`src/rtl/mlt3_tx_pkg.sv`:
```
package mlt3_tx_pkg;
  localparam int unsigned NIB_W = 4;
  localparam int unsigned CG_W  = 5;
  localparam int unsigned LVL_W = 2;

  typedef logic [CG_W-1:0]  cg_t;
  typedef logic [NIB_W-1:0] nib_t;
  typedef logic [LVL_W-1:0] lvl_t;

  localparam cg_t IDLE_CG = '1;

  localparam lvl_t LVL_ZERO = 2'b00;
  localparam lvl_t LVL_POS  = 2'b01;
  localparam lvl_t LVL_NEG  = 2'b11;

  // position in the four-step level cycle
  typedef enum logic [1:0] {
    ST_Z_UP = 2'd0,
    ST_POS  = 2'd1,
    ST_Z_DN = 2'd2,
    ST_NEG  = 2'd3
  } mlt_st_e;

  function automatic cg_t enc_4b5b(input nib_t n);
    cg_t c;
    case (n)
      4'h0: c = 5'b11110;
      4'h1: c = 5'b01001;
      4'h2: c = 5'b10100;
      4'h3: c = 5'b10101;
      4'h4: c = 5'b01010;
      4'h5: c = 5'b01011;
      4'h6: c = 5'b01110;
      4'h7: c = 5'b01111;
      4'h8: c = 5'b10010;
      4'h9: c = 5'b10011;
      4'hA: c = 5'b10110;
      4'hB: c = 5'b10111;
      4'hC: c = 5'b11010;
      4'hD: c = 5'b11011;
      4'hE: c = 5'b11100;
      default: c = 5'b11101;
    endcase
    return c;
  endfunction
endpackage

```
`src/rtl/nib_serializer.sv`:
```
module nib_serializer
  import mlt3_tx_pkg::*;
#(
  parameter int unsigned TXC_HI = 3
) (
  input  logic clk_i,
  input  logic rst_ni,
  input  logic tx_en_i,
  input  nib_t txd_i,
  output logic txc_o,
  output logic bit_o
);
  localparam int unsigned SLOT_W = $clog2(CG_W);
  localparam int unsigned LAST   = CG_W - 1;

  logic [SLOT_W-1:0] slot_q;
  cg_t               shreg_q;
  logic              load;

  assign load = (slot_q == SLOT_W'(LAST));

  always_ff @(posedge clk_i or negedge rst_ni) begin
    if (!rst_ni) begin
      slot_q  <= '0;
      shreg_q <= IDLE_CG;
    end else if (load) begin
      slot_q  <= '0;
      shreg_q <= tx_en_i ? enc_4b5b(txd_i) : IDLE_CG;
    end else begin
      slot_q  <= slot_q + 1'b1;
      shreg_q <= {shreg_q[CG_W-2:0], 1'b0};
    end
  end

  assign bit_o = shreg_q[CG_W-1];
  assign txc_o = (slot_q < SLOT_W'(TXC_HI));


  slot_range_chk: assert property (@(posedge clk_i) disable iff (!rst_ni)
    slot_q <= SLOT_W'(LAST));


  txc_rise_chk: assert property (@(posedge clk_i) disable iff (!rst_ni)
    load |=> $rose(txc_o));


  idle_first_bit_chk: assert property (@(posedge clk_i) disable iff (!rst_ni)
    (load && !tx_en_i) |=> bit_o);
endmodule

```
`src/rtl/nrzi_enc.sv`:
```
module nrzi_enc (
  input  logic clk_i,
  input  logic rst_ni,
  input  logic bit_i,
  output logic nrzi_o
);
  logic nrzi_q;

  always_ff @(posedge clk_i or negedge rst_ni) begin
    if (!rst_ni) nrzi_q <= 1'b0;
    else if (bit_i) nrzi_q <= ~nrzi_q;
  end

  assign nrzi_o = nrzi_q;


  one_toggles_chk: assert property (@(posedge clk_i) disable iff (!rst_ni)
    bit_i |=> (nrzi_o != $past(nrzi_o)));


  zero_holds_chk: assert property (@(posedge clk_i) disable iff (!rst_ni)
    !bit_i |=> $stable(nrzi_o));
endmodule

```
`src/rtl/mlt3_seq.sv`:
```
module mlt3_seq
  import mlt3_tx_pkg::*;
(
  input  logic clk_i,
  input  logic rst_ni,
  input  logic nrzi_i,
  output lvl_t level_o
);
  logic    nrzi_d_q;
  logic    step;
  mlt_st_e st_q;

  assign step = nrzi_i ^ nrzi_d_q;

  always_ff @(posedge clk_i or negedge rst_ni) begin
    if (!rst_ni) begin
      nrzi_d_q <= 1'b0;
      st_q     <= ST_Z_UP;
    end else begin
      nrzi_d_q <= nrzi_i;
      if (step) st_q <= mlt_st_e'(st_q + 2'd1);
    end
  end

  always_comb begin
    case (st_q)
      ST_POS:  level_o = LVL_POS;
      ST_NEG:  level_o = LVL_NEG;
      default: level_o = LVL_ZERO;
    endcase
  end


  level_code_chk: assert property (@(posedge clk_i) disable iff (!rst_ni)
    level_o != 2'b10);


  level_hold_chk: assert property (@(posedge clk_i) disable iff (!rst_ni)
    !step |=> $stable(level_o));


  no_rail_jump_chk: assert property (@(posedge clk_i) disable iff (!rst_ni)
    !$stable(level_o) |-> ($past(level_o) == LVL_ZERO || level_o == LVL_ZERO));
endmodule

```
`src/rtl/mlt3_tx_encoder.sv`:
```
module mlt3_tx_encoder
  import mlt3_tx_pkg::*;
(
  input  logic       clk_i,
  input  logic       rst_ni,
  input  logic       tx_en_i,
  input  logic [3:0] txd_i,
  output logic       txc_o,
  output logic       nrzi_o,
  output logic [1:0] level_o
);
  logic ser_bit;

  nib_serializer #(.TXC_HI(3)) u_ser (
    .clk_i   (clk_i),
    .rst_ni  (rst_ni),
    .tx_en_i (tx_en_i),
    .txd_i   (txd_i),
    .txc_o   (txc_o),
    .bit_o   (ser_bit)
  );

  nrzi_enc u_nrzi (
    .clk_i  (clk_i),
    .rst_ni (rst_ni),
    .bit_i  (ser_bit),
    .nrzi_o (nrzi_o)
  );

  mlt3_seq u_mlt (
    .clk_i   (clk_i),
    .rst_ni  (rst_ni),
    .nrzi_i  (nrzi_o),
    .level_o (level_o)
  );


  txc_period_chk: assert property (@(posedge clk_i) disable iff (!rst_ni)
    $fell(txc_o) |=> !txc_o);
endmodule

```
`config.mk`:
```
export PLATFORM = sky130hd
export DESIGN_NAME = mlt3_tx_encoder
export DESIGN_NICKNAME = d
export VERILOG_FILES = /design/src/rtl/mlt3_tx_pkg.sv /design/src/rtl/nib_serializer.sv /design/src/rtl/nrzi_enc.sv /design/src/rtl/mlt3_seq.sv /design/src/rtl/mlt3_tx_encoder.sv
export SDC_FILE = /design/constraint.sdc
export NUM_CORES = 1
export LEC_CHECK = 0
export BUFFER_PORTS_ARGS = -buffer_cell sky130_fd_sc_hd__buf_2
export CORE_UTILIZATION = 27
export CTS_CLUSTER_SIZE = 16
export DETAILED_ROUTE_END_ITERATION = 7
export PLACE_DENSITY = 0.51
export SYNTH_ARGS = -nofsm -noshare
export SYNTH_HDL_FRONTEND = slang
export SYNTH_SLANG_ARGS = --single-unit
```
`constraint.sdc`:
```
create_clock -name clk_i -period 1.7 [get_ports clk_i]
set_clock_uncertainty 0.2 [all_clocks]
set_input_delay 0.34 -clock clk_i [delete_from_list [all_inputs] [get_ports clk_i]]
set_output_delay 0.34 -clock clk_i [all_outputs]
set_load 0.1 [all_outputs]
```
==> metrics.md <==
| Metric | Value |
|---|---|
| RR Startpoint | `u_ser.slot_q[0]$_DFF_PN0_` |
| Core area | `around 0.0018 sq mm` |
| DP HPWL | `between 600 and 700 um` |
| Cell area after placement | `roughly 700 sq um` |
| Tcrit/Tclk final | `108%` |
| Number of DRC markers in iteration 0 | `2` |
| YS warnings | `0` |
| Gr usage total | `10.7%` |
| Flip-flop and latch count after synthesis | `12` |
| Critical Path Source Type | `register` |
| Switching pwr | `a little under 0.6 mW` |
| Leakage | `~0.34 nW` |
| Setup crit start | `u_mlt.st_q[0]$_DFFE_PN0P_` |
| P_int | `around 0.76 mW` |
| Worst min path class | `primary input to register` |
| Sequential power share | `29.7%` |
| CTS tree | `yes` |
| Antenna violations before repair | `0` |
| Pwr dens | `1750 mW/mm^2` |
| Commonest cells after routing, fill and taps aside | `a21oi_1, buf_2, dfrtp_1` |
| CTS Buf Count | `3` |
| Die H | `47.2 um` |
| Outcome | `finished, violations left` |
| Total Power | `~1.4 mW` |
| Worst R2R Path Depth | `5` |
| # diodes | `0` |
| Failing checks | `negative setup slack` |
| Fmax | `544 MHz` |
| Synth unique cells | `20` |
| Area grow syn2layout | `40.8%` |
| Maximum fanout along the worst path | `3` |
| DRC | `0` |
| Slew Viols, Final | `0` |
| Max Cap Violations | `0` |
| DP Worst Slack | `approximately 0.0063 ns` |
| CTS H-Tree Depth | `1` |
| Worst-Margin Slew | `about 0.25 ns` |
| Termination of the worst setup path | `level_o[0]` |
| First-pass GRT wire length | `between 1500 and 2000 um` |
| Worst-path clk slew | `~0.070 ns` |
| # port buffers | `10` |
| Register area share after synthesis | `between 50% and 60%` |
| Final hold vios | `0` |
| Critical path arrival | `between 1 and 1.5 ns` |
| Initial Util | `between 30 and 40%` |
| Finished Layout Cells | `90` |
| Switch share | `43.9%` |
| Final min period | `1.84 ns` |
| Clock Power Share | `~16%` |
| Largest net degree at the start of global routing | `13` |
| RSZ-0062 raised after global routing | `true` |
| Mapped Area | `around 550 sq um` |
| NumNets Final | `a little under 80` |
| Crit path max-delay family | `flip-flops` |
| Synthesized instance count | `approximately 50` |
| CP max stage cell | `dfrtp_1` |
| Final setup violation count | `1` |
| Synthesized area per cell | `11.3 sq um` |
| CTS Buffer Depth | `2` |
| CP Buf/Inv Count | `1` |
| Clk sinks | `12` |
| Vias in the first global route | `around 390` |
| Worst Setup End Kind | `primary output` |
| Clock latency on the worst-skew pair | `between 0.2 and 0.3 ns` |
| Die ar. | `approximately 0.0022 sq mm` |
| Crit. path cell count | `3` |
| Relative slew slack | `83.0%` |
| WP data required | `approximately 1.2 ns` |
| Combinational fraction of design power | `54.5%` |
| Wire per inst | `between 9 and 10 um` |
| GR Overflow Total | `0` |
| Worst VDD drop | `about 0.95 mV` |
| Fin area | `777 sq um` |
| Crit Reg-Reg Endpoint | `u_ser.shreg_q[4]$_DFF_PN1_` |
| Post-DRT Antenna Nets | `0` |
| Final WS setup | `-0.138 ns` |
| Reg2reg setup slack | `between 0.2 and 0.3 ns` |
| Uppermost layer routed | `met3` |
| Slowest stage delay, CP | `approximately 0.43 ns` |
| Root buffer cell | `clkbuf_4` |
| # IOs | `11` |
| Wirelength, routed | `880 um` |
| Crit path cell chain | `ha_4, or2_4, buf_12` |
| Fin Setup TNS | `-0.138 ns` |
| Layout cell share with drive strength beyond 1 | `between 40% and 50%` |
| Vias | `372` |
| Vias/cell | `4.13` |
| Dpl cells | `84` |
| RD Place Congestion | `just over 0.7` |
| Num rows | `15` |
| Die Width | `around 47 um` |
| Routed length on met3 | `approximately 25 um` |
| Pre-antenna DRT Iters | `3` |
| Post-Syn Nets | `60` |
| Metal2 WL | `around 450 um` |
| Wire length on met1 | `406 um` |
| WS Path Type | `register to primary output` |
==> synth_stat cells <==
library cell	number	area (sq um)
o31ai_1	1	7.51
nand2_1	2	7.51
o21ai_0	2	10.0
nand2_2	1	6.26
nor3b_2	1	12.5
nand3_1	1	5.00
ha_1	4	50.1
dfrtp_1	7	175
inv_1	4	15.0
xor2_1	3	26.3
a21oi_1	7	35.0
nand2b_1	1	6.26
nor2_1	3	11.3
or2_2	1	6.26
nor3_1	1	5.00
nor3b_1	2	15.0
o21bai_1	1	7.51
a41oi_1	1	8.76
dfstp_2	5	131
mux2i_1	1	10.0
==> area by class of cell <==
class	count	area [sq um]
sequential	12	308
tap	25	31.3
clock buffer	4	36.3
fill	186	1040
inverter	4	15.0
multi-input combinational	33	259
timing repair buffer	12	128
==> state kept, by name, summed over array words and instances (netlist names) <==
register and count:
u_ser.shreg_q 5, u_mlt.st_q 2, u_mlt.nrzi_d_q 1, u_nrzi.nrzi_o 1, u_ser.slot_q 3
==> power by group through the flow <==
stage	logic [mW]	clock network (mW)	registers, mW
after floorplan	0.411	0	0.485
after global placement	0.647	0	0.404
after detailed placement	0.655	0	0.413
after CTS	0.751	0.227	0.406
after global routing	0.786	0.243	0.412
final	0.742	0.215	0.404
==> kinds of logic (layout without fill, tap and decap cells) <==
family / count (synthesis) / in the layout / share of synthesized area [%]
flip-flops: 12 / 12 / 55.6
AO/OA/AOI/OAI: 12 / 12 / 12.5
buffers and inverters: 4 / 20 / 2.72
XOR/XNOR: 3 / 3 / 4.76
AND/OR/NAND/NOR: 13 / 13 / 13.6
multiplexers: 1 / 1 / 1.81
adder cells (fa/ha/maj): 4 / 4 / 9.07
==> how the worst min path moves through the flow <==
stage                        from                    endpoint  depth (start not counted)
after floorplan            rst_ni    u_mlt.nrzi_d_q$_DFF_PN0_                          0
after global placement     rst_ni    u_mlt.nrzi_d_q$_DFF_PN0_                          1
after detailed placement   rst_ni   u_nrzi.nrzi_o$_DFFE_PN0P_                          1
after CTS                 tx_en_i  u_ser.shreg_q[0]$_DFF_PN1_                          2
after global routing      tx_en_i  u_ser.shreg_q[0]$_DFF_PN1_                          2
final                     tx_en_i  u_ser.shreg_q[0]$_DFF_PN1_                          2
==> routing by layer <==
layer	global-route usage (%)	vias up
met2	16.7	9
met5	0	-
li1	-	197
met4	6.86	0
met3	2.31	0
met1	13.4	166
==> through the flow <==
stage / hold slack, ns / util (%)
2_1_floorplan: -0.156 / -
3_3_place_gp: 0.0269 / 38.3
3_5_place_dp: 0.0276 / 38.3
4_1_cts: 0.0577 / 42.2
5_1_grt: 0.0664 / 42.7
6_report: 0.0684 / 42.7
==> worst reg2reg max path, delay by kind of cell, from the launching register on <==
kind	cells	cell delay [ns]
DFF	1	0.43
and+or+nand+nor	2	0.32
adders and majority gates	1	0.25
AOI/OAI and AO/OA	1	0.09
buffers and inverters	1	0.08
==> repair_timing <==
item,4_1_cts,5_1_grt
endpoints found under the setup margin,1,2
gates cloned,0,0
endpoints found under the hold margin,12,0
resized for setup,5,2
hold buffers,1,0
buffers inserted,1,0
pin swaps,1,0
No activity file was read; power rests on OpenSTA's default activity.
